File: config.mk
export PLATFORM = sky130hd
export DESIGN_NAME = grouped_input_filter
export DESIGN_NICKNAME = d
export VERILOG_FILES = /design/src/rtl/dbf_pkg.sv /design/src/rtl/dbf_tick_gen.sv /design/src/rtl/dbf_chan.sv /design/src/rtl/grouped_input_filter.sv
export SDC_FILE = /design/constraint.sdc
export NUM_CORES = 1
export LEC_CHECK = 0
export BUFFER_PORTS_ARGS = -buffer_cell sky130_fd_sc_hd__clkbuf_2
export CORE_ASPECT_RATIO = 0.5
export CORE_MARGIN = 8
export CORE_UTILIZATION = 24
export DETAILED_ROUTE_END_ITERATION = 10
export PLACE_DENSITY = 0.5
export SLEW_MARGIN = 20
export SYNTH_ARGS = -nofsm -noshare
export SYNTH_HDL_FRONTEND = slang
export SYNTH_SLANG_ARGS = --single-unit
File: constraint.sdc
create_clock -name clk_i -period 2.5 [get_ports clk_i]
set_clock_uncertainty 0.05 [all_clocks]
set_input_delay 0.25 -clock clk_i [delete_from_list [all_inputs] [get_ports clk_i]]
set_output_delay 0.25 -clock clk_i [all_outputs]
set_load 0.03 [all_outputs]
File: src/rtl/dbf_pkg.sv
package dbf_pkg;
  localparam int NUM_IN      = 36;
  localparam int NUM_GRP     = 6;
  localparam int NARROW_W    = 4;
  localparam int NUM_NARROW  = 4;
  localparam int WIDE_W      = 8;
  localparam int LEN_W       = 4;
  localparam int FINE_GRPS   = NUM_NARROW;

  function automatic int grp_of(input int idx);
    if (idx < NARROW_W * NUM_NARROW) return idx / NARROW_W;
    else if (idx < NARROW_W * NUM_NARROW + WIDE_W) return NUM_NARROW;
    else return NUM_NARROW + 1;
  endfunction
endpackage

File: src/rtl/dbf_tick_gen.sv
module dbf_tick_gen #(
  parameter int CYC_PER_FINE    = 10000,
  parameter int FINE_PER_COARSE = 10
) (
  input  logic clk_i,
  input  logic rst_ni,
  output logic fine_tick_o,
  output logic coarse_tick_o
);
  localparam int CW = (CYC_PER_FINE > 1) ? $clog2(CYC_PER_FINE) : 1;
  localparam int FW = (FINE_PER_COARSE > 1) ? $clog2(FINE_PER_COARSE) : 1;

  logic [CW-1:0] cyc_q;
  logic [FW-1:0] fine_q;
  logic          fine_wrap, coarse_wrap;

  assign fine_wrap   = (cyc_q == CW'(CYC_PER_FINE - 1));
  assign coarse_wrap = (fine_q == FW'(FINE_PER_COARSE - 1));

  always_ff @(posedge clk_i or negedge rst_ni) begin
    if (!rst_ni) begin
      cyc_q  <= '0;
      fine_q <= '0;
    end else begin
      cyc_q <= fine_wrap ? '0 : cyc_q + 1'b1;
      if (fine_wrap) fine_q <= coarse_wrap ? '0 : fine_q + 1'b1;
    end
  end

  assign fine_tick_o   = fine_wrap;
  assign coarse_tick_o = fine_wrap && coarse_wrap;

  generate
    if (CYC_PER_FINE > 1) begin : g_gap_chk

      fine_gap_chk: assert property (@(posedge clk_i) disable iff (!rst_ni)
        fine_tick_o |=> !fine_tick_o);
    end
    if (FINE_PER_COARSE > 1) begin : g_coarse_chk

      coarse_gap_chk: assert property (@(posedge clk_i) disable iff (!rst_ni)
        coarse_tick_o |=> !coarse_tick_o);
    end
  endgenerate
endmodule

File: src/rtl/dbf_chan.sv
module dbf_chan #(
  parameter int LEN_W = 4
) (
  input  logic             clk_i,
  input  logic             rst_ni,
  input  logic             pin_i,
  input  logic             unit_tick_i,
  input  logic [LEN_W-1:0] len_i,
  input  logic             cap_en_i,
  input  logic             scan_rd_i,
  output logic             filt_o,
  output logic             cap_o
);
  logic             s1_q, s2_q, filt_q, cap_q;
  logic [LEN_W-1:0] cnt_q;
  logic [LEN_W:0]   cnt_inc;

  assign cnt_inc = {1'b0, cnt_q} + 1'b1;

  always_ff @(posedge clk_i or negedge rst_ni) begin
    if (!rst_ni) begin
      s1_q <= 1'b0;
      s2_q <= 1'b0;
    end else begin
      s1_q <= pin_i;
      s2_q <= s1_q;
    end
  end

  always_ff @(posedge clk_i or negedge rst_ni) begin
    if (!rst_ni) begin
      filt_q <= 1'b0;
      cnt_q  <= '0;
    end else if (len_i == '0) begin
      filt_q <= s2_q;
      cnt_q  <= '0;
    end else if (s2_q == filt_q) begin
      cnt_q <= '0;
    end else if (unit_tick_i) begin
      if (cnt_inc >= {1'b0, len_i}) begin
        filt_q <= s2_q;
        cnt_q  <= '0;
      end else begin
        cnt_q <= cnt_inc[LEN_W-1:0];
      end
    end
  end

  // set while filtered high; read clears only once filtered is low
  always_ff @(posedge clk_i or negedge rst_ni) begin
    if (!rst_ni) cap_q <= 1'b0;
    else         cap_q <= cap_en_i & (filt_q | (cap_q & ~scan_rd_i));
  end

  assign filt_o = filt_q;
  assign cap_o  = cap_q;


  filt_src_chk: assert property (@(posedge clk_i) disable iff (!rst_ni)
    (filt_q != $past(filt_q)) |-> (filt_q == $past(s2_q)));

  filt_tick_chk: assert property (@(posedge clk_i) disable iff (!rst_ni)
    ((filt_q != $past(filt_q)) && ($past(len_i) != '0)) |-> $past(unit_tick_i));

  cap_hold_chk: assert property (@(posedge clk_i) disable iff (!rst_ni)
    ($past(cap_q) && $past(filt_q) && $past(cap_en_i)) |-> cap_q);

  cap_en_chk: assert property (@(posedge clk_i) disable iff (!rst_ni)
    cap_q |-> $past(cap_en_i));
endmodule

File: src/rtl/grouped_input_filter.sv
module grouped_input_filter
  import dbf_pkg::*;
#(
  parameter int CYC_PER_FINE    = 10000,
  parameter int FINE_PER_COARSE = 10
) (
  input  logic                       clk_i,
  input  logic                       rst_ni,
  input  logic [NUM_IN-1:0]          pin_i,
  input  logic [NUM_GRP*LEN_W-1:0]   grp_len_i,
  input  logic [FINE_GRPS-1:0]       fine_sel_i,
  input  logic [NUM_IN-1:0]          cap_en_i,
  input  logic                       scan_rd_i,
  output logic [NUM_IN-1:0]          filt_o,
  output logic [NUM_IN-1:0]          cap_o
);
  logic               fine_tick, coarse_tick;
  logic [NUM_GRP-1:0] unit_tick;

  dbf_tick_gen #(
    .CYC_PER_FINE   (CYC_PER_FINE),
    .FINE_PER_COARSE(FINE_PER_COARSE)
  ) u_tick (
    .clk_i        (clk_i),
    .rst_ni       (rst_ni),
    .fine_tick_o  (fine_tick),
    .coarse_tick_o(coarse_tick)
  );

  generate
    for (genvar g = 0; g < NUM_GRP; g++) begin : g_grp
      if (g < FINE_GRPS) begin : g_sel
        assign unit_tick[g] = fine_sel_i[g] ? fine_tick : coarse_tick;
      end else begin : g_coarse
        assign unit_tick[g] = coarse_tick;
      end
    end

    for (genvar i = 0; i < NUM_IN; i++) begin : g_pin
      localparam int GRP = grp_of(i);
      dbf_chan #(.LEN_W(LEN_W)) u_chan (
        .clk_i      (clk_i),
        .rst_ni     (rst_ni),
        .pin_i      (pin_i[i]),
        .unit_tick_i(unit_tick[GRP]),
        .len_i      (grp_len_i[GRP*LEN_W +: LEN_W]),
        .cap_en_i   (cap_en_i[i]),
        .scan_rd_i  (scan_rd_i),
        .filt_o     (filt_o[i]),
        .cap_o      (cap_o[i])
      );
    end
  endgenerate


  wide_tick_chk: assert property (@(posedge clk_i) disable iff (!rst_ni)
    (unit_tick[NUM_GRP-1] || unit_tick[NUM_GRP-2]) |-> coarse_tick);
endmodule

Yosys cells after proc, flatten, opt, wreduce, memory -nomap -nowiden
Index checks and enable logic that the tools add are counted.

storage, ports and cells
  flip-flop bits (word level) = 306
  bits in latches = 0
  bits in writable memories = 0
  bits in read-only memories = 0
  word-level logic and storage cells = 854
  memories = 0

operators by class
  add/sub/neg operators = 38
  $mul = 0
  div/mod/pow operators = 0
  magnitude comparators = 36
  equal/unequal tests = 74
  shifts and indexed selects = 0
  multiplexer cells = 294
  bitwise logic cells = 109
  reductions and logical operators = 121

operators with widths
  kind                   number
  $mux 4                 145
  $add 4x1->5 const B    36
  $ge 5x4->1             36
  $mux 1                 148
  $reduce_and 3->1       36
  $reduce_bool 3->1      36
  $reduce_bool 2->1      42
  $and 1x1->1            72
  $ne 2x2->1 const B     28
  $eq 1x1->1             36
  $or 1x1->1             36
  $logic_not 4->1        6
  $ne 2x1->1 const B     8
  $add 14x1->14 const B  1
  $eq 14x14->1 const B   1
  $mux 14                1
  $add 4x1->4 const B    1
  $eq 4x4->1 const B     1
  $logic_and 1x1->1      1
  $not 1->1              1

Depth between registers and ports, before layout
Gate-level depths: netlist of run 1.

  word-level depth = 6
  mapped depth = 9
  gate-level depth less buffers = 8

Cells and area by module
Synthesis of run 1 repeated with hierarchy kept, for this count alone.

unflattened totals
  cell total of the unflattened synthesis = 1,779
  area, all modules = 18,350.1 um^2

by module, submodules not included
  module                times used  cells an instance  area each (um^2)
  dbf_chan              36          47                 484.2
  dbf_tick_gen          1           83                 873.3
  grouped_input_filter  1           4                  45.0

Worst setup path before layout of run 1
No wires, ideal clock.

  path type = register to register
  start point = register u_tick.cyc_q[6]
  end point = register g_pin[5].u_chan.cnt_q[0]
  library setup time = 0.078 ns
  arrival time = 2.338 ns
  required time = 2.372 ns
  slack = 0.034 ns
  stages on the path, launching flop included = 8
  buffers on the path = 2
  clock period less this slack = 2.466 ns
  cell sequence = dfrtp_1 -> or4b_4 -> or4_1 -> buf_2 -> o21a_1 -> buf_6 -> or3_1 -> a21boi_1

on the way
  word-level cells in the longest chain between the ends = 4

RTL lines
  element                                 RTL line                    RTL
  from (decl)                             dbf_tick_gen.sv:13          logic [CW-1:0] cyc_q;
  from (signal assigned)                  dbf_tick_gen.sv:25          cyc_q <= fine_wrap ? '0 : cyc_q + 1'b1;
  $eq 14x14->1 (*)                        dbf_tick_gen.sv:17          assign fine_wrap = (cyc_q == CW'(CYC_PER_FINE - 1));
  $logic_and 1x1->1                       dbf_tick_gen.sv:31          assign coarse_tick_o = fine_wrap && coarse_wrap;
  $mux 1 (*)                              grouped_input_filter.sv:33  assign unit_tick[g] = fine_sel_i[g] ? fine_tick : coarse_tick;
  $reduce_bool 3->1 (no source line) (*)  -
  to (signal assigned)                    dbf_chan.sv:44              cnt_q <= cnt_inc[LEN_W-1:0];
  to (decl)                               dbf_chan.sv:15              logic [LEN_W-1:0] cnt_q;

Mark *: on every way between the ends. The rest lies on a longest branch, timed or not.
A chain may end at the register's enable or synchronous reset.

Final worst setup path of run 1
  start point = register u_tick.cyc_q[7]
  end point = register g_pin[15].u_chan.cnt_q[0]

on the way
  word-level cells in the longest chain between the ends = 4

RTL lines
  element                                 RTL line
  $eq 14x14->1 (*)                        dbf_tick_gen.sv:17
  $logic_and 1x1->1                       dbf_tick_gen.sv:31
  $mux 1 (*)                              grouped_input_filter.sv:33
  $reduce_bool 3->1 (no source line) (*)  -
  to (signal assigned)                    dbf_chan.sv:44
  to (decl)                               dbf_chan.sv:15

Marked as above.

==> metrics.md, run 1 <==
| Metric | Value |
|---|---|
| Die area | 0.08421 sq mm |
| Sw frac | 0.2990 |
| Crit path arrival time | 2.97 ns |
| Routed via count | 14370 |
| Hold crit path type | in -> async |
| Number of global-route vias before repair | 14830 |
| CTS Buffer Depth | 3 |
| Syn_nets | 2019 |
| Post-route cell area | 0.02410 sq mm |
| Max Clk Rate | 393.8 MHz |
| Area grow syn2layout | 34.46% |
| I/O pin count | 175 |
| Syn Inst Count | 1735 |
| # diodes | 0 |
| CTS HTree Levels | 2 |
| DIE WIDTH | 402.5 um |
| RePlAce Congestion | 0.7990 |
| Total grt overflow | 0 |
| Row cnt | 70 |
| Worst-path cell chain | or4b_4 -> or4_4 -> buf_8 -> o21a_4 -> or3_4 -> a21oi_2 |
| P_int | 0.009314 W |
| Gr usage total | 0.1097 |
| # Max-Cap Violations | 0 |
| #FFs+latches synth | 306 |
| Buf/Inv on CP | 1 |
| RSZ-0062 raised after global routing | yes |
| FF-to-FF Start | u_tick.cyc_q[7]$_DFF_PN0_ |
| Power Density | 551.4 mW/mm^2 |
| Critical path type | reg -> reg |
| Net Sw Power | 0.003973 W |
| DP HPWL | approximately 32000 um |
| Post-DRT Antenna Nets | 0 |
| Status | finished, violations left |
| Final worst slack | -0.03934 ns |
| Worst-path maximum fanout | 7 |
| Total Wirelength | about 48000 um |
| First-pass GRT wire length | 77520 um |
| Total CTS buffers | 36 |
| Final Core Density | 0.3279 |
| CP delay by family, top | simple AND/OR/NAND/NOR gates |
| Slew margin rel. | 0.5936 |
| Part of the power in registers | 0.412 |
| Largest stage delay, worst path | 0.57 ns |
| Final #Nets | 2412 |
| Reg clk slew, reported paths | roughly 0.060 ns |
| Chip Height | between 200 and 250 um |
| Synth cell types | 50 |
| Critical-path top delay cell | or4_4 |
| Mean number of vias per cell | 4.598 |
| Lkg Pwr | approximately 11 nW |
| Drt initial violations | 602 |
| Max VDD drop | 0.4185 mV |
| # port buffers | 174 |
| EDFF count, synth | 0 |
| Main synth FF type | dfrtp_1 |
| Critical Path RT | 2.93 ns |
| Initial Util | 0.2439 |
| Max-slew violation count | 0 |
| Worst-Margin Slew | 0.6032 ns |
| Register area share after synthesis | 0.4273 |
| Crit end category | register |
| Comb power frac | 0.176 |
| Synth Cell Area | 0.01792 sq mm |
| Crit. Startpoint | u_tick.cyc_q[7]$_DFF_PN0_ |
| FFs w/ async S/R, synth | 1.000 |
| Root buf cell | clkbuf_16 |
| Violated checks | negative setup slack |
| Routed length per instance | 15.39 um |
| CP startpoint kind | register |
| Place WS | -0.3076 ns |
| Final setup fails | 23 |
| Clk pwr share | 0.412 |
| Syn avg cell area | around 10 sq um |
| Final period util | 1.016 |
| CTS tree | built |
| Clock period minus final worst setup slack | 2.539 ns |
| Syn. warnings | 0 |
| Drt pass-1 iters | 5 |
| Largest net degree at the start of global routing | 62 |
| Sink Count | 306 |
| Core area | roughly 0.073 sq mm |
| Hold Violations, Final | 0 |
| Clk_lat worst skew | between 0.5 and 0.6 ns |
| Dpl cell area | 0.02096 sq mm |
| DRC | 0 |
| Share of layout cells above drive strength 1 | 0.2799 |
| Initial antenna violation count | 1 |
==> cell usage in the layout, fill, tap and decap left out, types with 7 or more instances in the layout <==
master         instances
dlygate4sd3_1         73
nand4b_1               9
a2111oi_1             11
buf_6                 15
nand2_1              137
a2111oi_2             14
buf_4                175
dfrtp_1              306
nor4b_2               19
nand2b_1              37
and3_1                20
mux2_2                33
o21ai_2               12
a21oi_1               17
o21ai_0               40
clkbuf_2             173
o21bai_1              12
o31ai_1               42
or3_1                 27
o211a_1               12
nand3_1              131
a21boi_0              15
a31oi_1               35
xnor2_1               52
nor2_1                85
o21a_1                73
a2111oi_0              7
a32o_1                19
inv_1                 25
xor2_1                77
ha_1                 181
nor2b_1               38
o31ai_2               15
nor4b_4               12
clkbuf_16             41
o21ai_1               18
buf_12                14
a21boi_1              19
==> stage by stage <==
stage / cells / setup TNS, ns / power (W) / hold WS, ns
after floorplan: 1735 / 0 / 0.007022 / -0.09559
after global placement: 2962 / -10.55 / 0.007721 / 0.1941
after detailed placement: 2962 / -15.50 / 0.007751 / 0.1892
after CTS: 3104 / -0.4378 / 0.01351 / 0.1874
after global routing: 3126 / -5.696 / 0.01401 / 0.2246
final: 3126 / -0.3357 / 0.01329 / 0.1989
==> cell type report <==
class | instances | area [sq um]
fill | 7431 | 49380
multi-input combinational | 1298 | 10340
sequential | 306 | 7657
timing repair buffer | 461 | 3577
tap | 972 | 1216
clock buffer | 41 | 929.6
clock inverter | 23 | 281.5
inverter | 25 | 93.84
==> synthesized netlist by cell type, types with 2 or more instances <==
library cell | n | share of area
a21oi_1 | 21 | 0.0059
o21ai_2 | 2 | 0.00098
nor2b_1 | 38 | 0.013
nor4bb_1 | 2 | 0.0011
o21bai_1 | 12 | 0.0050
and3_1 | 20 | 0.0070
a32o_1 | 19 | 0.011
nor4_1 | 6 | 0.0021
a21o_1 | 4 | 0.0017
xnor2_1 | 52 | 0.025
o21a_1 | 77 | 0.032
dfrtp_1 | 306 | 0.43
or4_1 | 7 | 0.0029
nand3_1 | 132 | 0.037
nor3_1 | 2 | 0.00056
o31ai_1 | 61 | 0.026
mux2_2 | 36 | 0.023
a211oi_1 | 3 | 0.0013
buf_2 | 5 | 0.0014
nor4b_1 | 31 | 0.015
ha_1 | 181 | 0.13
o211a_1 | 12 | 0.0067
nand4b_1 | 9 | 0.0044
inv_1 | 25 | 0.0052
o21ai_1 | 4 | 0.0011
a21boi_1 | 7 | 0.0029
a31oi_1 | 35 | 0.012
and2_1 | 2 | 0.00070
xor2_1 | 77 | 0.038
a211o_1 | 3 | 0.0015
or3_1 | 30 | 0.010
a21boi_0 | 28 | 0.012
nand2b_1 | 37 | 0.013
nand2_1 | 144 | 0.030
o21ai_0 | 69 | 0.019
buf_4 | 74 | 0.031
a2111oi_0 | 32 | 0.016
clkbuf_1 | 31 | 0.0065
buf_1 | 2 | 0.00042
nor2_1 | 87 | 0.018
==> sequential cells by signal, summed over array words and instances, names as in the netlist <==
register             flops
g_pin.u_chan.cap_o      36
g_pin.u_chan.cnt_q     144
g_pin.u_chan.filt_o     36
g_pin.u_chan.s1_q       36
g_pin.u_chan.s2_q       36
u_tick.cyc_q            14
u_tick.fine_q            4
==> worst register-to-register path, stage by stage (launching register included) <==
cell	delay [ns]
dfrtp_1	0.38
or4b_4	0.55
or4_4	0.57
buf_8	0.18
o21a_4	0.24
or3_4	0.37
a21oi_2	0.12
==> path summary, 6_finish.rpt <==
path                                                         end  slack [ns]  cells after the start
min in group clk_i          g_pin[7].u_chan.cnt_q[3]$_DFFE_PN0P_        0.23                      5
max reg2reg                g_pin[15].u_chan.cnt_q[0]$_DFFE_PN0P_       -0.04                      6
min reg2reg                      g_pin[17].u_chan.s2_q$_DFF_PN0_        0.28                      0
max                        g_pin[15].u_chan.cnt_q[0]$_DFFE_PN0P_       -0.04                      6
min                              g_pin[15].u_chan.s2_q$_DFF_PN0_        0.20                      2
max in group asynchronous  g_pin[27].u_chan.cnt_q[2]$_DFFE_PN0P_        1.40                      3
==> power groups by stage <==
stage / Sequential [W] / Combinational [W] / Clock [W]
final: 0.00548 / 0.00234 / 0.00547
after global routing: 0.00552 / 0.00257 / 0.00592
after CTS: 0.00549 / 0.00229 / 0.00573
after detailed placement: 0.00558 / 0.00217 / 0
after global placement: 0.00557 / 0.00215 / 0
after floorplan: 0.00550 / 0.00152 / 0
==> routing by layer <==
layer	vias to the layer above	routed length (um)	part of all wire	GRT usage
li1	7126	-	-	-
met1	7006	21780	0.45	0.1365
met2	171	23600	0.49	0.1916
met3	70	1356	0.028	0.01920
met4	0	1379	0.029	0.03700
met5	-	0	0	0
==> cell families (layout without fill, tap and decap cells) <==
group                      count (synthesis)  in the layout  share of synthesized area
and+or+nand+nor                          552            552                     0.1592
DFF                                      306            306                     0.4273
muxes                                     36             36                    0.02262
adders and majority gates                181            181                     0.1264
buffers and inverters                    138            550                    0.04517
AOI/OAI and AO/OA                        393            400                     0.1564
xor gates and xnor gates                 129            129                    0.06304
==> repair_timing <==
item                                   CTS  global route
gates cloned                             5            10
endpoints found under the hold margin  161             0
buffers inserted                         0            12
hold buffers                            73             0
pin swaps                               14            48
resized for setup                       42           182
setup endpoints to repair              124           144
No activity file was read; power rests on OpenSTA's default activity.
==> run 2: changes to the inputs <==
--- a/config.mk
+++ b/config.mk
@@ -8,9 +8,9 @@
 export BUFFER_PORTS_ARGS = -buffer_cell sky130_fd_sc_hd__clkbuf_2
 export CORE_ASPECT_RATIO = 0.5
 export CORE_MARGIN = 8
-export CORE_UTILIZATION = 24
+export CORE_UTILIZATION = 54
 export DETAILED_ROUTE_END_ITERATION = 10
-export PLACE_DENSITY = 0.5
+export PLACE_DENSITY = 0.87
 export SLEW_MARGIN = 20
 export SYNTH_ARGS = -nofsm -noshare
 export SYNTH_HDL_FRONTEND = slang
==> metrics.md, run 2 (synthesis gave the netlist of run 1 again) <==
| Metric | Value |
|---|---|
| Total Wirelength | 49850 um (+3.6%) |
| Fillers | 2165 (-71%) |
| Row cnt | 47 (-33%) |
| Hold crit path type | in -> reg |
| Routed length per instance | 19.80 um (+29%) |
| Mean number of vias per cell | 6.082 (+32%) |
| Worst-path cell chain | or4b_4 -> or4_4 -> buf_12 -> o21a_4 -> or3_1 -> a21boi_1 |
| Place WS | -0.1534 ns (+0.1542 ns) |
| Non-filler cells, final | 2517 (-19%) |
| Crit path arrival time | 3.00 ns (+0.03 ns) |
| WHS Path Cells | 4 |
| Hold Violations, Final | 0 (unchanged) |
| Power Density | 555.8 mW/mm^2 (+0.79%) |
| Sink Count | 306 (unchanged) |
| Share of layout cells above drive strength 1 | 0.2435 (-0.03645) |
| HP Start | fine_sel_i[1] |
| CTS Buffer Depth | 3 (unchanged) |
| Max reg flops | 144 (unchanged) |
| Max-slew violation count | 0 (unchanged) |
| RSZ-0062 raised after global routing | yes |
| Buf/Inv on CP | 1 (unchanged) |
| Gr usage total | 0.2258 (+0.1161) |
| Total CTS buffers | 29 (-19%) |
| Crit end category | register |
| # port buffers | 174 (unchanged) |
| Drt pass-1 iters | 8 (+3) |
| Status | finished, violations left |
| CP startpoint kind | register |
| Post-route cell area | 0.02241 sq mm (-7.0%) |
| Top reg by flops | g_pin.u_chan.cnt_q |
| Final #Nets | 2336 (-3.2%) |
| Total grt overflow | 0 (unchanged) |
| Critical path type | reg -> reg |
| Register-to-Register Path Depth | 6 (unchanged) |
| DRC | 0 (unchanged) |
| Worst-path maximum fanout | 11 (+4) |
| Clock period minus final worst setup slack | 2.578 ns (+0.03820 ns) |
| Final worst slack | -0.07753 ns (-0.03820 ns) |
| Placed cell count | 2364 (-20%) |
| FF-to-FF Start | u_tick.cyc_q[5]$_DFF_PN0_ |
| Max Clk Rate | 388.0 MHz (-1.5%) |
| Chip Height | 144.8 um (-31%) |
| Final Core Density | 0.6818 (+0.3538) |
| CTS HTree Levels | 1 (-1) |
| Critical-path top delay cell | or4b_4 |
| Root buf cell | clkbuf_16 |
| Final setup fails | 21 (-8.7%) |
| Lkg Pwr | 10.71 nW (-5.0%) |
| Largest net degree at the start of global routing | 75 (+21%) |
| FF-to-FF setup slack | -0.08 ns (-0.04 ns) |
| Routed via count | 15310 (+6.5%) |
| Worst Hold End | g_pin[7].u_chan.cnt_q[0]$_DFFE_PN0P_ |
| I/O pin count | 175 (unchanged) |
| First-pass GRT wire length | 74480 um (-3.9%) |
| Most common cell after layout, fill and taps aside | dfrtp_1 |
| Die area | 0.03963 sq mm (-53%) |
| Area grow syn2layout | 25.05% |
| Max VDD drop | 0.5089 mV (+22%) |
| # Max-Cap Violations | 0 (unchanged) |
| Largest stage delay, worst path | 0.54 ns (-0.03 ns) |
| Post-DRT Antenna Nets | 0 (unchanged) |
| Dpl cell area | 0.01970 sq mm (-6.0%) |
| Reg clk slew, reported paths | 0.07 ns (about the same) |
| Violated checks | negative setup slack |
| CTS tree | built |
| DP HPWL | 29720 um (-7.0%) |
| Commonest cells after routing, fill and taps aside | 305 x dfrtp_1, 181 x ha_1, 173 x clkbuf_2 |
| RePlAce Congestion | 0.8686 (+8.7%) |
| DIE WIDTH | 273.6 um (-32%) |
| Clk_lat worst skew | 0.56 ns (about the same) |
| Drt initial violations | 1127 (+87%) |
| Critical Path RT | 2.92 ns (about the same) |
| CP delay by family, top | simple AND/OR/NAND/NOR gates |
| Core area | 0.03287 sq mm (-55%) |
| Initial Util | 0.5452 (+0.3013) |
| Final period util | 1.031 (+0.01528) |
| Worst-Margin Slew | 0.9519 ns (+0.3487 ns) |
| Worst reg2reg endpoint | g_pin[3].u_chan.cnt_q[0]$_DFFE_PN0P_ |
| Number of global-route vias before repair | 15290 (+3.1%) |
| Slew margin rel. | 0.3601 (-0.2335) |
| Initial antenna violation count | 1 (unchanged) |
-- run 2: cell count changes in the layout (fill, tap and decap cells not counted), moves of 6 or more --
cell and delta:
buf_4 -48, a2111oi_1 +12, clkbuf_16 -10, o21ai_2 -7
a2111oi_0 -6, a2111oi_2 -6, buf_12 -6, nand2_1 +6
-- run 2: where the power goes --
group	switching (W)	internal (W)	total [W]	leakage [nW]
logic	0.00142	0.000860	0.00228	6.21
clock network	0.00200	0.00268	0.00468	0.469
registers	0.000273	0.00523	0.00550	4.03
total	0.00369	0.00877	0.0125	10.7
-- run 2: layout make-up --
class                   instances  area [sq um]  area share
clock inverters                12         177.7    0.007928
diodes                          2         5.005   0.0002233
well taps                     441         551.8     0.02462
flip-flops and latches        306          7659      0.3417
repair buffers                395          2903      0.1295
multi-input cells            1295         10210      0.4556
clock buffers                  41         810.8     0.03618
inverters                      25         93.84    0.004187
-- run 2: per-stage QoR --
stage,TNS [ns],hold WS [ns],total power (W)
floorplan,0,-0.09559,0.007022
CTS,-0.6703,0.1069,0.01238
detailed placement,-3.347,0.1268,0.007610
global placement,-0.5622,0.1240,0.007524
global route,-3.114,0.09445,0.01292
finish,-0.5587,0.09257,0.01246
-- run 2: what timing repair did --
item / in CTS / in global routing
setup endpoints to repair: 118 / 148
pin swaps: 2 / 40
endpoints found under the hold margin: 343 / 0
hold buffers: 73 / 0
setup buffers: 6 / 11
gates resized for setup: 48 / 157
cloned: 2 / 6
-- run 2: worst max path at each step --
stage | start | end | cells after the start
detailed placement | u_tick.cyc_q[6]$_DFF_PN0_ | g_pin[8].u_chan.cnt_q[0]$_DFFE_PN0P_ | 6
finish | u_tick.cyc_q[5]$_DFF_PN0_ | g_pin[3].u_chan.cnt_q[0]$_DFFE_PN0P_ | 6
global route | u_tick.cyc_q[5]$_DFF_PN0_ | g_pin[4].u_chan.cnt_q[2]$_DFFE_PN0P_ | 10
floorplan | u_tick.cyc_q[6]$_DFF_PN0_ | g_pin[5].u_chan.cnt_q[0]$_DFFE_PN0P_ | 7
global placement | u_tick.cyc_q[6]$_DFF_PN0_ | g_pin[11].u_chan.cnt_q[0]$_DFFE_PN0P_ | 6
CTS | u_tick.cyc_q[6]$_DFF_PN0_ | g_pin[4].u_chan.cnt_q[0]$_DFFE_PN0P_ | 7
-- run 2: worst min-delay path, stage by stage --
cell	delay (ns)
clkbuf_2	0.16
o21ai_4	0.10
nand3_1	0.08
o31ai_1	0.07
-- run 2: per-layer routing --
layer  vias up  global-route usage  wire [um]
li1       6959                   -          -
met1      7526              0.2707      19700
met2       623              0.4045      24860
met3       201             0.03297       2938
met4         0             0.09939       2344
met5         -                   0          0
==> run 3: changes to the inputs <==
--- a/config.mk
+++ b/config.mk
@@ -5,12 +5,13 @@
 export SDC_FILE = /design/constraint.sdc
 export NUM_CORES = 1
 export LEC_CHECK = 0
+export ABC_AREA = 1
 export BUFFER_PORTS_ARGS = -buffer_cell sky130_fd_sc_hd__clkbuf_2
 export CORE_ASPECT_RATIO = 0.5
 export CORE_MARGIN = 8
-export CORE_UTILIZATION = 54
+export CORE_UTILIZATION = 55
 export DETAILED_ROUTE_END_ITERATION = 10
-export PLACE_DENSITY = 0.87
+export PLACE_DENSITY = 0.88
 export SLEW_MARGIN = 20
 export SYNTH_ARGS = -nofsm -noshare
 export SYNTH_HDL_FRONTEND = slang
==> metrics.md, run 3 <==
| Metric | Value |
|---|---|
| Status | finished clean |
| Main synth FF type | dfrtp_1 |
| Gr usage total | 0.2098 (-0.01601) |
| RSZ-0062 raised after global routing | no |
| Routed length per instance | 14.38 um (-27%) |
| Max Clk Rate | 440.9 MHz (+14%) |
| Max VDD drop | 0.5153 mV (+1.2%) |
| FF-to-FF Start | u_tick.cyc_q[0]$_DFF_PN0_ |
| Post-DRT Antenna Nets | 0 (unchanged) |
| Worst setup path endpoint | g_pin[33].u_chan.cnt_q[2]$_DFFE_PN0P_ |
| Area grow syn2layout | 13.77% |
| Critical path type | reg -> reg |
| DP HPWL | 28200 um (-5.1%) |
| Worst reg2reg endpoint | g_pin[33].u_chan.cnt_q[2]$_DFFE_PN0P_ |
| Count leader, synth | nand2_1 |
| Sink Count | 306 (unchanged) |
| Final period util | 0.9073 (-0.1237) |
| Register-to-Register Path Depth | 9 (+3) |
| DIE WIDTH | 273.7 um (about the same) |
| # diodes | 0 (-2) |
| CTS Hold Bufs | 73 (unchanged) |
| Synth cell types | 32 (-36%) |
| Drt pass-1 iters | 6 (-2) |
| Synth top cells by count | 605 x nand2_1, 306 x dfrtp_1, 262 x inv_1 |
| Final setup fails | 0 (-100%) |
| Initial Util | 0.5554 (+0.01020) |
| Crit path arrival time | 2.64 ns (-0.36 ns) |
| Die area | 0.03963 sq mm (about the same) |
| CTS tree | built |
| Mean number of vias per cell | 5.288 (-13%) |
| Share of layout cells above drive strength 1 | 0.1196 (-0.1239) |
| Max-slew violation count | 0 (unchanged) |
| Register area share after synthesis | 0.4194 (-0.007847) |
| Max reg flops | 144 (unchanged) |
| Total Wirelength | 41570 um (-17%) |
| Slew margin rel. | 0.3861 (+0.02593) |
| Worst-path maximum fanout | 22 (+11) |
| Design Power | 0.01185 W (-4.9%) |
| # Max-Cap Violations | 0 (unchanged) |
| Syn. warnings | 0 (unchanged) |
| #FFs+latches synth | 306 (unchanged) |
| Total CTS buffers | 28 (-3.4%) |
| Root buf cell | clkbuf_16 |
| Top cells by area, synth | dfrtp_1 42%, nand2_1 12%, ha_1 12%, nand3_1 5.5%, inv_1 5.4% |
| Hold crit path type | in -> reg |
| First-pass GRT wire length | 70460 um (-5.4%) |
| Reg clk slew, reported paths | 0.07 ns (about the same) |
| Fillers | 2507 (+16%) |
| Row cnt | 47 (unchanged) |
| Post-synth top area cell | dfrtp_1 |
| Syn_nets | 2518 (+25%) |
| Lkg Pwr | 11.02 nW (+2.8%) |
| I/O pin count | 175 (unchanged) |
| Number of global-route vias before repair | 15380 (+0.62%) |
| FF-to-FF setup slack | 0.23 ns (+0.31 ns) |
| Syn Inst Count | 2234 (+29%) |
| Drt initial violations | 958 (-15%) |
| Power Density | 570.4 mW/mm^2 (+2.6%) |
| Place WS | 0.3601 ns (+0.5135 ns) |
| Most common cell after layout, fill and taps aside | nand2_1 |
| Final worst slack | 0.2317 ns (+0.3092 ns) |
| Top-area cell type share of the netlist area | 0.4194 (-0.007847) |
| Clk_lat worst skew | 0.56 ns (about the same) |
| Critical Path RT | 2.88 ns (-0.04 ns) |
| CTS HTree Levels | 1 (unchanged) |
| EDFF count, synth | 0 (unchanged) |
| Routed via count | 15290 (-0.13%) |
| Crit end category | register |
| # port buffers | 174 (unchanged) |
| Syn avg cell area | 8.173 sq um (-21%) |
| CTS Buffer Depth | 3 (unchanged) |
| Post-CTS Setup Inserts | 0 (-6) |
| Worst-Margin Slew | 0.9209 ns (-0.03096 ns) |
| Initial antenna violation count | 0 (-1) |
| Final #Nets | 2715 (+16%) |
| Total grt overflow | 0 (unchanged) |
| Top reg by flops | g_pin.u_chan.cnt_q |
| Resized cells post-CTS | 0 (-100%) |
| Setup_tns | 0 ns (+0.5587 ns) |
| DRC | 0 (unchanged) |
| CP startpoint kind | register |
| Commonest cells after routing, fill and taps aside | 605 x nand2_1, 306 x dfrtp_1, 262 x inv_1 |
| Hold Violations, Final | 0 (unchanged) |
| Crit. Startpoint | u_tick.cyc_q[0]$_DFF_PN0_ |
| Chip Height | 144.8 um (about the same) |
| Core area | 0.03287 sq mm (unchanged) |
| Synth Cell Area | 0.01826 sq mm (+1.9%) |
| FFs w/ async S/R, synth | 1.000 (unchanged) |
| RePlAce Congestion | 0.8888 (+2.3%) |
| Largest net degree at the start of global routing | 73 (-2.7%) |
| Clock period minus final worst setup slack | 2.268 ns (-0.3092 ns) |
run 3: cell types whose count changed after synthesis, moves of 31 or more:
cell       previous run  this run
nand2_1             144       605
inv_1                25       262
o21ai_1               4       122
nor2_1               87       168
o21a_1               77         0
nand3_1             132       202
o31ai_1              61         0
nor2b_1              38         0
nand2b_1             37         0
mux2_2               36         0
a31oi_1              35         0
xnor2_1              52        19
a2111oi_0            32         0
nor4b_1              31         0
run 3: how the worst min path moves through the flow:
| stage | start | endpoint | cells after the start |
|---|---|---|---|
| floorplan | rst_ni | g_pin[0].u_chan.cap_o$_DFF_PN0_ | 0 |
| global placement | rst_ni | g_pin[11].u_chan.cnt_q[0]$_DFFE_PN0P_ | 1 |
| detailed placement | rst_ni | g_pin[11].u_chan.cnt_q[0]$_DFFE_PN0P_ | 1 |
| CTS | grp_len_i[18] | g_pin[17].u_chan.filt_o$_DFFE_PN0P_ | 6 |
| global route | grp_len_i[19] | g_pin[17].u_chan.filt_o$_DFFE_PN0P_ | 6 |
| finish | grp_len_i[19] | g_pin[17].u_chan.filt_o$_DFFE_PN0P_ | 6 |
run 3: layout make-up:
class / instances / area (sq um) / area share
Tap cell: 441 / 551.8 / 0.02656
Inverter: 264 / 991.0 / 0.04771
Clock inverter: 11 / 115.1 / 0.005541
Sequential cell: 306 / 7657 / 0.3686
Multi-Input combinational cell: 1567 / 8833 / 0.4253
Clock buffer: 38 / 809.5 / 0.03897
Timing Repair Buffer: 264 / 1814 / 0.08734
run 3: routing by layer:
metal / GRT usage / up-vias / part of all wire
li1: - / 7507 / -
met1: 0.2445 / 7215 / 0.40
met2: 0.3821 / 422 / 0.51
met3: 0.03510 / 145 / 0.053
met4: 0.09023 / 0 / 0.041
met5: 0 / - / 0
run 3: cell families after synthesis:
logic type      synth area share
compound gates           0.06668
xor+xnor                 0.04605
fa+ha+maj                 0.1240
buf+inv                  0.09676
flops                     0.4194
simple gates              0.2471
run 3: critical path, cell delays in order (launching register included):
cell and delay, ns:
dfrtp_1 0.37, ha_1 0.20, nand3_2 0.16, nor2_4 0.23, nand3_4 0.23, nand2_4 0.29
buf_4 0.25, nor2_1 0.11, nand2_1 0.11, o21ai_1 0.09
run 3: power by group:
group | switching (W) | total, W | internal (W) | leakage, nW
clock network | 0.00194 | 0.00440 | 0.00247 | 0.446
registers | 0.000249 | 0.00544 | 0.00519 | 4.05
logic | 0.00137 | 0.00201 | 0.000632 | 6.52
total | 0.00356 | 0.0118 | 0.00829 | 11.0
run 3: metrics by stage:
step                instances  utilization  area [sq um]  hold WS, ns
floorplan                2234            -         18260     -0.09559
global placement         2769       0.5815         19120       0.1726
detailed placement       2769       0.5815         19120       0.1724
CTS                      2891       0.6319         20770       0.1474
global route             2891       0.6319         20770       0.1872
finish                   2891       0.6319         20770       0.1710
